### src/rtl/cksum_pkg.sv
package cksum_pkg;

  typedef enum logic [1:0] {
    K_NONE = 2'd0,
    K_CFG  = 2'd1,
    K_PROG = 2'd2,
    K_ID   = 2'd3
  } word_kind_e;

  typedef enum logic [2:0] {
    S_IDLE  = 3'd0,
    S_CFG   = 3'd1,
    S_CFGW  = 3'd2,
    S_PROG  = 3'd3,
    S_IDS   = 3'd4,
    S_DRAIN = 3'd5,
    S_DONE  = 3'd6
  } seq_state_e;

  localparam logic [13:0] CFG_WORD_ADDR = 14'h2007;
  localparam logic [13:0] ID_BASE_ADDR  = 14'h2000;
  localparam int          PROT_BIT      = 13;

  // configuration contribution: word masked to 14 bits
  function automatic logic [15:0] cfg_term(input logic [15:0] w);
    return w & 16'h3FFF;
  endfunction

  // identification contribution: low nibble placed by index, index 0 highest
  function automatic logic [15:0] id_term(input logic [15:0] w, input logic [1:0] idx);
    logic [4:0] sh;
    sh = {~idx, 2'b00};
    return {12'h000, w[3:0]} << sh;
  endfunction

  function automatic logic [15:0] wrap_add(input logic [15:0] a, input logic [15:0] b);
    logic [16:0] full;
    full = {1'b0, a} + {1'b0, b};
    return full[15:0];
  endfunction

endpackage

### src/rtl/ck_addr_seq.sv
module ck_addr_seq
  import cksum_pkg::*;
#(
  parameter  int PROG_WORDS = 2048,
  parameter  int ADDR_W     = 14,
  localparam int CNT_W      = $clog2(PROG_WORDS)
) (
  input  logic              clk,
  input  logic              rst_n,
  input  logic              start_i,
  input  logic              prot_bit_i,
  output logic              rd_en_o,
  output logic [ADDR_W-1:0] rd_addr_o,
  output word_kind_e        kind_q_o,
  output logic [1:0]        idx_q_o,
  output logic              accept_o,
  output logic              busy_o,
  output logic              done_o,
  output logic              prot_mode_o,
  output logic              prog_phase_o
);

  localparam logic [CNT_W-1:0] LAST_PROG = CNT_W'(PROG_WORDS - 1);

  seq_state_e       state_q, state_d;
  logic [CNT_W-1:0] cnt_q, cnt_d;
  word_kind_e       kind_now;
  logic             prot_q;
  logic             last_prog, last_id;

  assign accept_o  = (state_q == S_IDLE) && start_i;
  assign last_prog = (cnt_q == LAST_PROG);
  assign last_id   = (cnt_q[1:0] == 2'd3);

  always_comb begin
    state_d = state_q;
    cnt_d   = cnt_q;
    unique case (state_q)
      S_IDLE:  if (start_i) state_d = S_CFG;
      S_CFG:   state_d = S_CFGW;
      S_CFGW: begin
        cnt_d   = '0;
        state_d = prot_bit_i ? S_PROG : S_IDS;
      end
      S_PROG: begin
        cnt_d = cnt_q + 1'b1;
        if (last_prog) state_d = S_DRAIN;
      end
      S_IDS: begin
        cnt_d = cnt_q + 1'b1;
        if (last_id) state_d = S_DRAIN;
      end
      S_DRAIN: state_d = S_DONE;
      S_DONE:  state_d = S_IDLE;
      default: state_d = S_IDLE;
    endcase
  end

  always_comb begin
    kind_now  = K_NONE;
    rd_addr_o = '0;
    unique case (state_q)
      S_CFG: begin
        kind_now  = K_CFG;
        rd_addr_o = ADDR_W'(CFG_WORD_ADDR);
      end
      S_PROG: begin
        kind_now  = K_PROG;
        rd_addr_o = ADDR_W'(cnt_q);
      end
      S_IDS: begin
        kind_now  = K_ID;
        rd_addr_o = ADDR_W'(ID_BASE_ADDR) | ADDR_W'(cnt_q[1:0]);
      end
      default: ;
    endcase
  end

  assign rd_en_o = (kind_now != K_NONE);

  always_ff @(posedge clk) begin
    if (!rst_n) begin
      state_q  <= S_IDLE;
      cnt_q    <= '0;
      kind_q_o <= K_NONE;
      idx_q_o  <= '0;
      prot_q   <= 1'b0;
    end else begin
      state_q  <= state_d;
      cnt_q    <= cnt_d;
      kind_q_o <= kind_now;
      idx_q_o  <= cnt_q[1:0];
      if (state_q == S_CFGW) prot_q <= ~prot_bit_i;
    end
  end

  assign busy_o       = (state_q != S_IDLE);
  assign done_o       = (state_q == S_DONE);
  assign prot_mode_o  = prot_q;
  assign prog_phase_o = (state_q == S_PROG);

endmodule

### src/rtl/ck_accum.sv
module ck_accum
  import cksum_pkg::*;
(
  input  logic        clk,
  input  logic        rst_n,
  input  logic        clear_i,
  input  word_kind_e  kind_i,
  input  logic [1:0]  idx_i,
  input  logic [15:0] data_i,
  output logic [15:0] sum_o
);

  logic [15:0] term;

  always_comb begin
    unique case (kind_i)
      K_CFG:   term = cfg_term(data_i);
      K_PROG:  term = data_i;
      K_ID:    term = id_term(data_i, idx_i);
      default: term = 16'h0000;
    endcase
  end

  always_ff @(posedge clk) begin
    if (!rst_n)                sum_o <= 16'h0000;
    else if (clear_i)          sum_o <= 16'h0000;
    else if (kind_i != K_NONE) sum_o <= wrap_add(sum_o, term);
  end

endmodule

### src/rtl/ck_sum_engine.sv
module ck_sum_engine
  import cksum_pkg::*;
#(
  parameter int PROG_WORDS = 2048,
  parameter int ADDR_W     = 14,
  parameter int DATA_W     = 14
) (
  input  logic              clk,
  input  logic              rst_n,
  input  logic              start_i,
  input  logic [DATA_W-1:0] rd_data_i,
  output logic              busy_o,
  output logic              done_o,
  output logic              rd_en_o,
  output logic [ADDR_W-1:0] rd_addr_o,
  output logic [15:0]       result_o
);

  word_kind_e  kind_q;
  logic [1:0]  idx_q;
  logic        accept_start;
  logic        prot_mode;
  logic        prog_phase;
  logic [15:0] data_ext;

  assign data_ext = 16'(rd_data_i);

  ck_addr_seq #(
    .PROG_WORDS (PROG_WORDS),
    .ADDR_W     (ADDR_W)
  ) u_seq (
    .clk          (clk),
    .rst_n        (rst_n),
    .start_i      (start_i),
    .prot_bit_i   (rd_data_i[PROT_BIT]),
    .rd_en_o      (rd_en_o),
    .rd_addr_o    (rd_addr_o),
    .kind_q_o     (kind_q),
    .idx_q_o      (idx_q),
    .accept_o     (accept_start),
    .busy_o       (busy_o),
    .done_o       (done_o),
    .prot_mode_o  (prot_mode),
    .prog_phase_o (prog_phase)
  );

  ck_accum u_acc (
    .clk     (clk),
    .rst_n   (rst_n),
    .clear_i (accept_start),
    .kind_i  (kind_q),
    .idx_i   (idx_q),
    .data_i  (data_ext),
    .sum_o   (result_o)
  );

endmodule

### config.mk
export PLATFORM = sky130hd
export DESIGN_NAME = ck_sum_engine
export DESIGN_NICKNAME = d
export VERILOG_FILES = /design/src/rtl/cksum_pkg.sv /design/src/rtl/ck_addr_seq.sv /design/src/rtl/ck_accum.sv /design/src/rtl/ck_sum_engine.sv
export SDC_FILE = /design/constraint.sdc
export NUM_CORES = 1
export LEC_CHECK = 0
export CAP_MARGIN = 10
export CELL_PAD_IN_SITES_DETAIL_PLACEMENT = 0
export CELL_PAD_IN_SITES_GLOBAL_PLACEMENT = 1
export CORE_MARGIN = 2
export CORE_UTILIZATION = 42
export DETAILED_ROUTE_END_ITERATION = 8
export PLACE_DENSITY_LB_ADDON = 0.1
export SYNTH_ARGS = -nofsm -noshare
export SYNTH_HDL_FRONTEND = slang
export SYNTH_HIERARCHICAL = 1
export SYNTH_SLANG_ARGS = --single-unit
export TNS_END_PERCENT = 20
### constraint.sdc
create_clock -name clk -period 7 [get_ports clk]
set_input_delay 2.1 -clock clk [delete_from_list [all_inputs] [get_ports clk]]
set_output_delay 2.1 -clock clk [all_outputs]
set_load 0.05 [all_outputs]
# Word-level counts from Yosys, hierarchy flattened
# Cells that the tools add are included.
totals:
  regBits: 34
  in_bits: 17
  out_inout_bits: 33
  wordCells: 43
op_classes:
  addsub: 2
  eq_ne: 14
  shifts: 1
  muxes: 9
  bitwise: 2
  n_reduce_logical: 10
op_table:
  columns: ["operator", "count"]
  rows:
  - ["$pmux 14 s3", 1]
  - ["$pmux 16 s2", 1]
  - ["$pmux 11 s2", 1]
  - ["$pmux 3 s6", 1]
  - ["$add 16x16->16", 1]
  - ["$shl 4x4->16", 1]
  - ["$mux 3", 4]
  - ["$add 11x1->11 const B", 1]
  - ["$eq 11x11->1 const B", 1]
  - ["$eq 3x3->1 const B", 3]
  - ["$eq 2x2->1 const B", 3]
  - ["$eq 3x2->1 const B", 2]
  - ["$pmux 2 s3", 1]
  - ["$reduce_bool 2->1", 3]
  - ["$reduce_or 2->1", 3]
  - ["$ne 2x1->1 const B", 2]
  - ["$eq 3x1->1 const B", 1]
  - ["$logic_not 3->1", 1]
  - ["$reduce_and 3->1", 1]
  - ["$reduce_bool 3->1", 1]
  - ["$eq 2x1->1 const B", 1]
  - ["$ne 2x2->1 const B", 1]
  - ["$not 2->2", 1]
  - ["$logic_and 1x1->1", 1]
  - ["$not 1->1", 1]

# Longest topological paths before layout
# Gate-level depths: netlist of the first run.
depth:
  word_depth: 4
  mapped_depth: 13

# By module
# Netlist of the first run, hierarchy kept.
modules_own_cells:
  columns: ["module", "instances", "cells_per_inst", "area_each_um2", "seq_area_each_um2"]
  rows:
  - ["ck_accum", 1, 225, 1642.8, 320.3]
  - ["ck_addr_seq", 1, 131, 1073.5, 380.4]
  - ["ck_sum_engine", 1, 1, 3.8, 0.0]

# Worst setup path after synthesis of the first run
# Ideal clock, no wire load.
synth_timing:
  kind: "input to register"
  startpoint: "input rd_data_i[0]"
  endpoint: "register u_acc.sum_o[14]"
  arrival_ns: 3.935
  t_required_ns: 6.883
  setup_slack_ns: 2.947
  path_stages: 9
  n_path_buf: 0
  path_cell_list: "nand2_1 -> o22ai_1 -> a22o_1 -> ha_1 -> and2_4 -> and3_4 -> a211o_1 -> or3_1 -> a32o_1"
synth_via:
  elab_chain_len: 3
synth_lines:
  columns: ["element", "line_no", "source"]
  rows:
  - ["start: declaration", "ck_sum_engine.sv:11", "input logic [DATA_W-1:0] rd_data_i,"]
  - ["$shl 4x4->16", "cksum_pkg.sv:33", "return {12'h000, w[3:0]} << sh;"]
  - ["$pmux 16 s2 (*)", "ck_accum.sv:16", "unique case (kind_i)"]
  - ["$add 16x16->16 (*)", "cksum_pkg.sv:38", "full = {1'b0, a} + {1'b0, b};"]
  - ["end signal: assignment", "ck_accum.sv:27", "else if (kind_i != K_NONE) sum_o <= wrap_add(sum_o, term);"]
  - ["end: declaration", "ck_accum.sv:10", "output logic [15:0] sum_o"]
# Mark *: on every way between the ends. The rest lies on a longest branch, timed or not.
# A chain may end at the register's enable or synchronous reset.

# Worst setup path after layout of the first run
layout_timing:
  startpoint: "register u_seq.state_q[2]"
  endpoint: "output rd_addr_o[0]"
layout_via:
  elab_chain_len: 2
  word_cells_on_any_way: 4
  classes_between: "eq/ne (3); mux (1)"
layout_lines:
  columns: ["element", "line_no", "source"]
  rows:
  - ["start: declaration", "ck_addr_seq.sv:25", "seq_state_e state_q, state_d;"]
  - ["start signal: assignment", "ck_addr_seq.sv:89", "state_q <= state_d;"]
  - ["$eq 3x3->1, or another cell as far along", "ck_addr_seq.sv:62", "unique case (state_q)"]
  - ["$pmux 14 s3 (*)", "ck_addr_seq.sv:62", null]
  - ["end: declaration", "ck_sum_engine.sv:15", "output logic [ADDR_W-1:0] rd_addr_o,"]
# Marks and branches as above.

==> impl_metrics.prom, run 1 <==
# TYPE chip_impl_metric gauge
chip_impl_metric{name="cts_made_buffers",unit=""} 5
chip_impl_metric{name="p_total",unit="uW"} 633
chip_impl_metric{name="power_switching_share",unit=""} 0.345
chip_impl_info{name="setup.worst_path.class",value="reg2out"} 1
chip_impl_metric{name="pin_count_of_the_biggest_net_entering_global_routing",unit=""} 24
chip_impl_metric{name="cts-hold-fix-buffers",unit=""} 0
chip_impl_metric{name="dp_hpwl",unit="um"} 5550
chip_impl_metric{name="power.share.sequential",unit=""} 0.356
chip_impl_info{name="tritoncts",value="done"} 1
chip_impl_metric{name="worstPathRequired",unit="ns"} 4.90
chip_impl_metric{name="multi_input_area",unit="mm^2"} 0.00185
chip_impl_metric{name="via_count",unit=""} 2674
chip_impl_metric{name="clk_latency_worst_skew_pair",unit="ns"} 0.29
chip_impl_metric{name="wire_per_inst",unit="um"} 15.7
chip_impl_metric{name="grt_overflow_total",unit=""} 0
chip_impl_metric{name="clock_sinks",unit=""} 34
chip_impl_metric{name="grt_pass1_wl",unit="um"} 12700
chip_impl_metric{name="effective_utilization_at_floorplan",unit=""} 0.429
chip_impl_metric{name="r2r_setup_slack",unit="ns"} 3.64
chip_impl_metric{name="drt_pre_antenna_iters",unit=""} 4
chip_impl_metric{name="report.final.slew_viol_count",unit=""} 0
chip_impl_info{name="clk_root_buffer_cell",value="sky130_fd_sc_hd__clkbuf_8"} 1
chip_impl_metric{name="synth-warning-count",unit=""} 6
chip_impl_metric{name="final_non_filler_cell_area",unit="mm^2"} 0.00332
chip_impl_metric{name="synth.avg_cell_area",unit="um^2"} 7.60
chip_impl_metric{name="report.final.hold_viol_count",unit=""} 0
chip_impl_metric{name="timing.slew.headroom",unit=""} 0.492
chip_impl_metric{name="utilization",unit=""} 0.530
chip_impl_metric{name="met3WireLength",unit="um"} 329
chip_impl_info{name="holdPathEnd",value="u_acc/sum_o[13]"} 1
chip_impl_info{name="worst_r2r_src",value="u_seq/kind_q_o[0]"} 1
chip_impl_metric{name="p_leak",unit="nW"} 1.37
chip_impl_metric{name="place_congestion",unit=""} 0.886
chip_impl_metric{name="place_area",unit="mm^2"} 0.00319
chip_impl_metric{name="insertedDiodeCount",unit=""} 0
chip_impl_metric{name="h-tree-depth",unit=""} 2
chip_impl_metric{name="power_internal",unit="uW"} 414
chip_impl_metric{name="worst_hold_slack",unit="ns"} 0.484
chip_impl_metric{name="postSynthCellCount",unit=""} 354
chip_impl_metric{name="switching_power",unit="uW"} 218
chip_impl_metric{name="cts.path.max_buffers",unit=""} 2
chip_impl_metric{name="grt_util_all_layers",unit=""} 0.220
chip_impl_metric{name="full_die_area",unit="mm^2"} 0.00706
chip_impl_metric{name="core-area",unit="mm^2"} 0.00628
chip_impl_info{name="hold_path.startpoint",value="u_acc/sum_o[13]"} 1
chip_impl_info{name="worst_setup_path_start_kind",value="flip-flop"} 1
chip_impl_metric{name="post_drt_via_cell_ratio",unit=""} 5.68
chip_impl_metric{name="fillers",unit=""} 612
chip_impl_metric{name="synthesis.area",unit="mm^2"} 0.00269
chip_impl_info{name="status",value="completed"} 1
chip_impl_metric{name="die_height",unit="um"} 84.1
chip_impl_metric{name="number_of_nets_in_the_finished_design",unit=""} 427
chip_impl_metric{name="clockPowerShare",unit=""} 0.351
chip_impl_info{name="grt_setup_unrepaired",value="false"} 1
chip_impl_metric{name="post_route_cells_drive_above_1_share",unit=""} 0.0457
chip_impl_metric{name="maxCapViolations",unit=""} 0
chip_impl_metric{name="ir_drop",unit="mV"} 0.111
chip_impl_metric{name="finalWirelength",unit="um"} 7400
chip_impl_metric{name="fp-row-count",unit=""} 29
chip_impl_metric{name="first_global_vias",unit=""} 2651
chip_impl_info{name="topRoutingLayerUsed",value="met4"} 1
chip_impl_metric{name="antenna_found_initial",unit=""} 0
chip_impl_metric{name="sequential_cell_area",unit="um^2"} 681
chip_impl_metric{name="m1WireLength",unit="um"} 3420
chip_impl_info{name="timing.rr.end",value="u_acc/sum_o[12]"} 1
chip_impl_metric{name="reg2reg_depth",unit=""} 11
chip_impl_metric{name="route.met2.wl",unit="um"} 3490
chip_impl_metric{name="hold-path-cell-count",unit=""} 2
chip_impl_info{name="hold_class",value="reg2reg"} 1
chip_impl_metric{name="power_density",unit="mW/mm^2"} 190
chip_impl_metric{name="detail_route.drc_violations",unit=""} 0
chip_impl_metric{name="drt_iter0_drc",unit=""} 138
chip_impl_metric{name="clock_skew",unit="ns"} 0.00698
chip_impl_metric{name="clkTransAtPathRegs",unit="ns"} 0.08
chip_impl_metric{name="critical_path_arrival",unit="ns"} 2.66
chip_impl_metric{name="relative_contribution_of_combinational_cells_to_total_power",unit=""} 0.293
chip_impl_metric{name="postRouteAntennaNets",unit=""} 0
chip_impl_metric{name="tightest_slew",unit="ns"} 0.759
chip_impl_metric{name="timing.final.crit_period",unit="ns"} 4.76
chip_impl_metric{name="setup_viol_count_final",unit=""} 0
chip_impl_metric{name="post_cts_buffers",unit=""} 0
chip_impl_metric{name="final.period_utilization",unit=""} 0.680
chip_impl_metric{name="syn_to_layout_area_delta",unit="%"} 23.5
chip_impl_info{name="worstSetupEndpointType",value="output port"} 1
chip_impl_metric{name="fmax",unit="MHz"} 210
chip_impl_metric{name="die_width",unit="um"} 84.1
chip_impl_metric{name="post_cts_resize_count",unit=""} 0
chip_impl_metric{name="io_pins",unit=""} 50
chip_impl_metric{name="crit_path_max_fanout",unit=""} 14
chip_impl_metric{name="tns",unit="ns"} 0
chip_impl_metric{name="port-buffer-count",unit=""} 47
## worst max-delay path by stage
stage	start	end	slack, ns	depth (start not counted)
floorplan	rd_data_i[0]	u_acc/sum_o[14]	2.95	9
global placement	rd_data_i[3]	u_acc/sum_o[14]	2.30	10
detailed placement	rd_data_i[3]	u_acc/sum_o[14]	2.24	10
CTS	u_seq/state_q[2]	rd_addr_o[0]	2.24	4
global route	u_seq/state_q[2]	rd_addr_o[0]	2.05	4
finish	u_seq/state_q[2]	rd_addr_o[0]	2.24	4
## cell type report
| cell class | instances | share of cell area |
|---|---|---|
| clock inverter | 3 | 0.0207 |
| tap | 77 | 0.0290 |
| inverter | 23 | 0.0260 |
| multi-input combinational | 282 | 0.557 |
| sequential | 34 | 0.205 |
| clock buffer | 5 | 0.0207 |
| timing repair buffer | 47 | 0.142 |
## per-stage QoR
step	worst slack, ns	instances
after CTS	2.24	471
after detailed placement	2.24	463
after global placement	2.30	463
after global routing	2.05	471
final	2.24	471
after floorplan	2.95	357
## power groups by stage
stage / Sequential [mW] / Clock [mW] / Combinational (mW)
2_1_floorplan: 0.220 / 0 / 0.140
3_3_place_gp: 0.229 / 0 / 0.184
3_5_place_dp: 0.229 / 0 / 0.184
4_1_cts: 0.225 / 0.229 / 0.185
5_1_grt: 0.228 / 0.237 / 0.202
6_report: 0.225 / 0.222 / 0.185
## critical path, stage by stage, from the launching register on
cell                              delay, ns
sky130_fd_sc_hd__dfxtp_1               0.62
sky130_fd_sc_hd__nor3b_2               0.72
sky130_fd_sc_hd__nand2_1               0.11
sky130_fd_sc_hd__o21ai_0               0.10
sky130_fd_sc_hd__clkdlybuf4s50_1       0.83
## layout by cell type, fill, tap and decap left out, types with 5 or more instances in the layout
| master | instances |
|---|---|
| sky130_fd_sc_hd__dfxtp_1 | 34 |
| sky130_fd_sc_hd__a21oi_1 | 24 |
| sky130_fd_sc_hd__nor2_1 | 29 |
| sky130_fd_sc_hd__o2111ai_1 | 5 |
| sky130_fd_sc_hd__o21ai_0 | 22 |
| sky130_fd_sc_hd__a21o_1 | 5 |
| sky130_fd_sc_hd__nand4_1 | 5 |
| sky130_fd_sc_hd__a211oi_1 | 5 |
| sky130_fd_sc_hd__clkdlybuf4s50_1 | 47 |
| sky130_fd_sc_hd__inv_1 | 23 |
| sky130_fd_sc_hd__xor2_1 | 9 |
| sky130_fd_sc_hd__a32o_1 | 5 |
| sky130_fd_sc_hd__nand2_1 | 33 |
| sky130_fd_sc_hd__conb_1 | 5 |
| sky130_fd_sc_hd__nor2b_1 | 9 |
| sky130_fd_sc_hd__ha_1 | 16 |
| sky130_fd_sc_hd__a22o_1 | 10 |
| sky130_fd_sc_hd__mux2i_1 | 5 |
| sky130_fd_sc_hd__o22ai_1 | 13 |
| sky130_fd_sc_hd__and3_1 | 11 |
| sky130_fd_sc_hd__and2_1 | 8 |
| sky130_fd_sc_hd__clkbuf_8 | 5 |
| sky130_fd_sc_hd__nand2b_1 | 9 |
## routing by layer
metal / vias to the layer above / track usage
li1: 1368 / -
met1: 1217 / 0.282
met2: 79 / 0.369
met3: 10 / 0.0406
met4: 0 / 0.0792
met5: - / 0
## registers in the layout, summed over array words and instances (netlist names)
| signal | flops |
|---|---|
| u_acc/sum_o | 16 |
| u_seq/cnt_q | 11 |
| u_seq/state_q | 3 |
| u_seq/idx_q_o | 2 |
| u_seq/kind_q_o | 2 |
No activity file was read; power rests on OpenSTA's default activity.
==> inputs of run 2 (changes only) <==
--- a/config.mk
+++ b/config.mk
@@ -9,7 +9,7 @@
 export CELL_PAD_IN_SITES_DETAIL_PLACEMENT = 0
 export CELL_PAD_IN_SITES_GLOBAL_PLACEMENT = 1
 export CORE_MARGIN = 2
-export CORE_UTILIZATION = 42
+export CORE_UTILIZATION = 39
 export DETAILED_ROUTE_END_ITERATION = 8
 export PLACE_DENSITY_LB_ADDON = 0.1
 export SYNTH_ARGS = -nofsm -noshare
==> constraint.sdc (replaced) <==
create_clock -name clk -period 4.65 [get_ports clk]
set_input_delay 1.395 -clock clk [delete_from_list [all_inputs] [get_ports clk]]
set_output_delay 1.395 -clock clk [all_outputs]
set_load 0.05 [all_outputs]
==> impl_metrics.prom, run 2 (synthesis results as in run 1) <==
# TYPE chip_impl_metric gauge
chip_impl_info{name="status",value="completed"} 1
chip_impl_metric{name="reg2reg_depth",unit=""} 11
chip_impl_metric{name="largest_register_ffs",unit=""} 16
chip_impl_metric{name="post_drt_via_cell_ratio",unit=""} 5.61
chip_impl_info{name="grt_setup_unrepaired",value="false"} 1
chip_impl_metric{name="fmax",unit="MHz"} 263
chip_impl_metric{name="port-buffer-count",unit=""} 47
chip_impl_metric{name="grt_util_all_layers",unit=""} 0.209
chip_impl_metric{name="timing.final.crit_period",unit="ns"} 3.80
chip_impl_metric{name="pin_count_of_the_biggest_net_entering_global_routing",unit=""} 24
chip_impl_metric{name="clock_skew",unit="ns"} 0.00684
chip_impl_metric{name="cts_made_buffers",unit=""} 5
chip_impl_info{name="most-common-layout-cells",value="47 x sky130_fd_sc_hd__clkdlybuf4s50_1, 34 x sky130_fd_sc_hd__dfxtp_1, 33 x sky130_fd_sc_hd__nand2_1"} 1
chip_impl_metric{name="place_congestion",unit=""} 0.898
chip_impl_metric{name="grtUsageMet2",unit=""} 0.355
chip_impl_metric{name="effective_utilization_at_floorplan",unit=""} 0.401
chip_impl_metric{name="critical_path_arrival",unit="ns"} 3.99
chip_impl_metric{name="fp-row-count",unit=""} 30
chip_impl_metric{name="post_cts_buffers",unit=""} 0
chip_impl_metric{name="tightest_slew",unit="ns"} 0.701
chip_impl_metric{name="die_width",unit="um"} 87.1
chip_impl_metric{name="number_of_nets_in_the_finished_design",unit=""} 428
chip_impl_metric{name="setup_slack",unit="ns"} 0.855
chip_impl_metric{name="final_non_filler_cell_area",unit="mm^2"} 0.00331
chip_impl_metric{name="setup_viol_count_final",unit=""} 0
chip_impl_info{name="largest_register",value="u_acc/sum_o"} 1
chip_impl_metric{name="dp_hpwl",unit="um"} 5690
chip_impl_metric{name="syn_to_layout_area_delta",unit="%"} 23.1
chip_impl_metric{name="full_die_area",unit="mm^2"} 0.00758
chip_impl_info{name="tritoncts",value="done"} 1
chip_impl_metric{name="grt_overflow_total",unit=""} 0
chip_impl_metric{name="tns",unit="ns"} 0
chip_impl_metric{name="clock_sinks",unit=""} 34
chip_impl_metric{name="setup_slack_after_placement",unit="ns"} 0.549
chip_impl_metric{name="insertedDiodeCount",unit=""} 0
chip_impl_metric{name="post_route_cells_drive_above_1_share",unit=""} 0.0481
chip_impl_metric{name="detail_route.drc_violations",unit=""} 0
chip_impl_metric{name="report.final.hold_viol_count",unit=""} 0
chip_impl_metric{name="cts.path.max_buffers",unit=""} 2
chip_impl_metric{name="h-tree-depth",unit=""} 2
chip_impl_metric{name="timing.slew.headroom",unit=""} 0.532
chip_impl_metric{name="place_area",unit="mm^2"} 0.00320
chip_impl_info{name="worstSetupEndpointType",value="flip-flop"} 1
chip_impl_metric{name="drt_iter0_drc",unit=""} 134
chip_impl_metric{name="antenna_found_initial",unit=""} 0
chip_impl_metric{name="wire_per_inst",unit="um"} 15.9
chip_impl_metric{name="p_leak",unit="nW"} 1.36
chip_impl_metric{name="worstPathRequired",unit="ns"} 4.84
chip_impl_metric{name="finalWirelength",unit="um"} 7530
chip_impl_metric{name="globalRouteMet1Util",unit=""} 0.276
chip_impl_metric{name="cts-hold-fix-buffers",unit=""} 0
chip_impl_metric{name="report.final.slew_viol_count",unit=""} 0
chip_impl_metric{name="final.period_utilization",unit=""} 0.816
chip_impl_info{name="clk_root_buffer_cell",value="sky130_fd_sc_hd__clkbuf_8"} 1
chip_impl_metric{name="drt_pre_antenna_iters",unit=""} 5
chip_impl_metric{name="post_cts_resize_count",unit=""} 0
chip_impl_info{name="hold_class",value="reg2reg"} 1
chip_impl_info{name="worst_setup_path_start_kind",value="primary input"} 1
chip_impl_metric{name="via_count",unit=""} 2663
chip_impl_metric{name="grt_pass1_wl",unit="um"} 12500
chip_impl_metric{name="first_global_vias",unit=""} 2517
chip_impl_info{name="largest_regs",value="u_acc/sum_o: 16 flops, u_seq/cnt_q: 11 flops, u_seq/state_q: 3 flops"} 1
chip_impl_metric{name="ir_drop",unit="mV"} 0.143
chip_impl_metric{name="die_height",unit="um"} 87.1
chip_impl_metric{name="power_density",unit="mW/mm^2"} 273
chip_impl_metric{name="io_pins",unit=""} 50
chip_impl_info{name="setup.worst_path.class",value="in2reg"} 1
chip_impl_info{name="mostFrequentLayoutCell",value="sky130_fd_sc_hd__clkdlybuf4s50_1"} 1
chip_impl_metric{name="globalRouteMet3Util",unit=""} 0.0322
chip_impl_metric{name="clkTransAtPathRegs",unit="ns"} 0.08
chip_impl_metric{name="core-area",unit="mm^2"} 0.00672
chip_impl_metric{name="clk_latency_worst_skew_pair",unit="ns"} 0.29
chip_impl_metric{name="crit_path_max_fanout",unit=""} 6
chip_impl_metric{name="p_total",unit="uW"} 906
chip_impl_info{name="globalRoute.busiestLayer",value="met2"} 1
chip_impl_metric{name="hold-path-cell-count",unit=""} 2
chip_impl_metric{name="postRouteAntennaNets",unit=""} 0
chip_impl_metric{name="maxCapViolations",unit=""} 0
-- run 2: path summary, 6_finish.rpt --
path,end,startpoint,slack (ns)
min,u_acc/sum_o[3],u_acc/sum_o[3],0.48
min reg2reg,u_acc/sum_o[3],u_acc/sum_o[3],0.48
max reg2reg,u_acc/sum_o[12],u_seq/kind_q_o[0],1.19
max,u_acc/sum_o[14],rd_data_i[3],0.85
-- run 2: worst max-delay path, cell delays in order --
cell	delay (ns)
sky130_fd_sc_hd__clkdlybuf4s50_1	0.54
sky130_fd_sc_hd__nand2_1	0.10
sky130_fd_sc_hd__o22ai_1	0.19
sky130_fd_sc_hd__a22o_1	0.19
sky130_fd_sc_hd__ha_1	0.30
sky130_fd_sc_hd__a21oi_1	0.21
sky130_fd_sc_hd__o21ai_0	0.18
sky130_fd_sc_hd__a211o_1	0.30
sky130_fd_sc_hd__or3_1	0.34
sky130_fd_sc_hd__a32o_1	0.25
-- run 2: cell type report --
type / instances / area, um^2
Inverter: 23 / 86.3
Tap cell: 80 / 100
Multi-Input combinational cell: 282 / 1850
Clock inverter: 3 / 45.0
Timing Repair Buffer: 48 / 478
Fill cell: 690 / 3410
Sequential cell: 34 / 681
Clock buffer: 5 / 68.8
-- run 2: where the power goes --
part	internal (mW)	switching, mW
sequential	0.303	0.0356
combinational	0.107	0.172
clock	0.160	0.129
total	0.569	0.336
-- run 2: stage by stage --
step / hold WS [ns] / util / std cells
final: 0.479 / 0.493 / 475
after global routing: 0.506 / 0.493 / 475
after CTS: 0.478 / 0.493 / 475
after detailed placement: 0.467 / 0.476 / 467
after global placement: 0.462 / 0.476 / 467
after floorplan: 0.464 / - / 357
-- run 2: routing by layer --
layer | share of wire | vias up
li1 | - | 1367
met2 | 0.48 | 60
met4 | 0.014 | 0
met1 | 0.47 | 1227
met3 | 0.034 | 9
met5 | 0 | -
==> inputs of run 3 (changes only) <==
==> constraint.sdc (replaced) <==
create_clock -name clk -period 3.95 [get_ports clk]
set_input_delay 1.185 -clock clk [delete_from_list [all_inputs] [get_ports clk]]
set_output_delay 1.185 -clock clk [all_outputs]
set_load 0.05 [all_outputs]
==> impl_metrics.prom, run 3 (synthesis results as in run 1) <==
# TYPE chip_impl_metric gauge
chip_impl_info{name="status",value="completed"} 1
chip_impl_info{name="grt_setup_unrepaired",value="false"} 1
chip_impl_info{name="clk_root_buffer_cell",value="sky130_fd_sc_hd__clkbuf_8"} 1
chip_impl_metric{name="clkTransAtPathRegs",unit="ns"} 0.08
chip_impl_metric{name="wire_per_inst",unit="um"} 15.7
chip_impl_info{name="critical_path.slowest_cell",value="sky130_fd_sc_hd__clkdlybuf4s50_1"} 1
chip_impl_metric{name="placed_cells",unit=""} 473
chip_impl_metric{name="clk_latency_worst_skew_pair",unit="ns"} 0.29
chip_impl_metric{name="drt_pre_antenna_iters",unit=""} 4
chip_impl_metric{name="cts-hold-fix-buffers",unit=""} 0
chip_impl_info{name="crit_family",value="compound AO/OA/AOI/OAI gates"} 1
chip_impl_metric{name="post_cts_buffers",unit=""} 0
chip_impl_metric{name="post_route_cells_drive_above_1_share",unit=""} 0.0623
chip_impl_metric{name="power_density",unit="mW/mm^2"} 307
chip_impl_metric{name="timing.slew.headroom",unit=""} 0.546
chip_impl_metric{name="clock_sinks",unit=""} 34
chip_impl_metric{name="fmax",unit="MHz"} 289
chip_impl_info{name="most-common-layout-cells",value="47 x sky130_fd_sc_hd__clkdlybuf4s50_1, 34 x sky130_fd_sc_hd__dfxtp_1, 33 x sky130_fd_sc_hd__nand2_1"} 1
chip_impl_metric{name="setup_viol_count_final",unit=""} 0
chip_impl_info{name="mostFrequentLayoutCell",value="sky130_fd_sc_hd__clkdlybuf4s50_1"} 1
chip_impl_metric{name="tns",unit="ns"} 0
chip_impl_metric{name="postRouteAntennaNets",unit=""} 0
chip_impl_metric{name="insertedDiodeCount",unit=""} 0
chip_impl_metric{name="antenna_found_initial",unit=""} 0
chip_impl_metric{name="fp-row-count",unit=""} 30
chip_impl_info{name="largest_register",value="u_acc/sum_o"} 1
chip_impl_metric{name="core-area",unit="mm^2"} 0.00672
chip_impl_metric{name="utilization",unit=""} 0.497
chip_impl_metric{name="p_leak",unit="nW"} 1.39
chip_impl_info{name="worstSetupEndpointType",value="flip-flop"} 1
chip_impl_metric{name="final.period_utilization",unit=""} 0.875
chip_impl_info{name="hold_class",value="reg2reg"} 1
chip_impl_metric{name="place_area",unit="mm^2"} 0.00324
chip_impl_info{name="tritoncts",value="done"} 1
chip_impl_metric{name="worstPathRequired",unit="ns"} 4.13
chip_impl_metric{name="grt_overflow_total",unit=""} 0
chip_impl_metric{name="via_count",unit=""} 2687
chip_impl_metric{name="die_height",unit="um"} 87.1
chip_impl_metric{name="grt_pass1_wl",unit="um"} 12100
chip_impl_metric{name="critical_path_arrival",unit="ns"} 3.64
chip_impl_metric{name="cts_made_buffers",unit=""} 5
chip_impl_metric{name="clock_skew",unit="ns"} 0.00356
chip_impl_metric{name="timing.final.crit_period",unit="ns"} 3.46
chip_impl_metric{name="place_congestion",unit=""} 1.01
chip_impl_metric{name="post_drt_via_cell_ratio",unit=""} 5.59
chip_impl_metric{name="io_pins",unit=""} 50
chip_impl_metric{name="largest_register_ffs",unit=""} 16
chip_impl_metric{name="first_global_vias",unit=""} 2449
chip_impl_metric{name="report.final.hold_viol_count",unit=""} 0
chip_impl_metric{name="final_non_filler_cell_area",unit="mm^2"} 0.00334
chip_impl_info{name="critical_path.cell_chain",value="clkdlybuf4s50_1 > nand2_1 > o22ai_1 > a22o_1 > ha_1 > a21oi_1 > o21ai_0 > a211o_1 > or3_1 > a32o_1"} 1
chip_impl_metric{name="die_width",unit="um"} 87.1
chip_impl_metric{name="full_die_area",unit="mm^2"} 0.00758
chip_impl_metric{name="detail_route.drc_violations",unit=""} 0
chip_impl_metric{name="critPathBufInv",unit=""} 1
chip_impl_metric{name="cts.path.max_buffers",unit=""} 2
chip_impl_metric{name="pin_count_of_the_biggest_net_entering_global_routing",unit=""} 24
chip_impl_info{name="worst_setup_path_start_kind",value="primary input"} 1
chip_impl_metric{name="finalWirelength",unit="um"} 7560
chip_impl_metric{name="post_cts_resize_count",unit=""} 0
chip_impl_metric{name="crit_path_max_fanout",unit=""} 6
chip_impl_metric{name="syn_to_layout_area_delta",unit="%"} 24.0
chip_impl_metric{name="dp_hpwl",unit="um"} 5690
chip_impl_metric{name="stdcell_count",unit=""} 481
chip_impl_metric{name="cp_slowest_stage_delay",unit="ns"} 0.43
chip_impl_metric{name="number_of_nets_in_the_finished_design",unit=""} 434
chip_impl_info{name="largest_regs",value="u_acc/sum_o: 16 flops, u_seq/cnt_q: 11 flops, u_seq/state_q: 3 flops"} 1
chip_impl_metric{name="report.final.slew_viol_count",unit=""} 0
chip_impl_metric{name="maxCapViolations",unit=""} 0
chip_impl_info{name="setup.worst_path.class",value="in2reg"} 1
chip_impl_metric{name="effective_utilization_at_floorplan",unit=""} 0.401
chip_impl_metric{name="port-buffer-count",unit=""} 47
chip_impl_metric{name="tightest_slew",unit="ns"} 0.680
chip_impl_metric{name="ir_drop",unit="mV"} 0.164
chip_impl_metric{name="drt_iter0_drc",unit=""} 167
chip_impl_metric{name="h-tree-depth",unit=""} 2
chip_impl_metric{name="grt_util_all_layers",unit=""} 0.202
==> run 3: cell count changes in the layout (fill, tap and decap cells not counted), sizes merged <==
cell      delta
clkinvlp     -1
clkbuf       +1
bufinv       -1
buf          +6
clkinv       +1
==> run 3: area by class of cell <==
type / instances / area (um^2)
flip-flops and latches: 34 / 681
well taps: 80 / 100
clock buffers: 6 / 82.6
inverters: 23 / 86.3
clock inverters: 2 / 12.5
multi-input cells: 282 / 1850
fillers: 662 / 3380
repair buffers: 54 / 523
==> run 3: final timing paths <==
check                         start              end  slack, ns  depth (start not counted)
hold reg to reg      u_acc/sum_o[0]   u_acc/sum_o[0]       0.48                          2
setup reg to reg  u_seq/kind_q_o[0]  u_acc/sum_o[12]       0.74                         11
hold / removal       u_acc/sum_o[0]   u_acc/sum_o[0]       0.48                          2
setup / recovery       rd_data_i[1]  u_acc/sum_o[14]       0.49                         10
==> run 3: power breakdown <==
group	switching (mW)	internal (mW)	leakage (nW)	total [mW]
Combinational	0.214	0.135	1.06	0.349
Clock	0.145	0.140	0.0472	0.285
Sequential	0.0331	0.356	0.275	0.389
==> run 3: metal layers <==
| layer | up-vias | part of all wire | GRT usage | wire [um] |
|---|---|---|---|---|
| li1 | 1375 | - | - | - |
| met1 | 1227 | 0.46 | 0.268 | 3510 |
| met2 | 81 | 0.48 | 0.334 | 3590 |
| met3 | 4 | 0.050 | 0.0370 | 376 |
| met4 | 0 | 0.010 | 0.0526 | 79 |
| met5 | - | 0 | 0 | 0 |
==> run 3: worst reg2reg max path, stage by stage (launching register included) <==
cell and delay, ns:
sky130_fd_sc_hd__dfxtp_1 0.76, sky130_fd_sc_hd__nor2_1 0.13, sky130_fd_sc_hd__nor2_1 0.21, sky130_fd_sc_hd__and2_1 0.15, sky130_fd_sc_hd__ha_1 0.18, sky130_fd_sc_hd__inv_1 0.06, sky130_fd_sc_hd__fa_1 0.37, sky130_fd_sc_hd__nor2b_1 0.24
sky130_fd_sc_hd__o31a_1 0.28, sky130_fd_sc_hd__o221ai_1 0.18, sky130_fd_sc_hd__a31o_2 0.28, sky130_fd_sc_hd__a32o_1 0.26
==> run 3: stage by stage <==
stage | setup WS [ns] | hold slack, ns | total power [mW]
5_1_grt | 0.319 | 0.503 | 1.08
3_5_place_dp | 0.178 | 0.473 | 0.745
4_1_cts | 0.489 | 0.485 | 1.03
2_1_floorplan | 0.812 | 0.464 | 0.638
3_3_place_gp | 0.231 | 0.463 | 0.746
6_report | 0.494 | 0.481 | 1.02
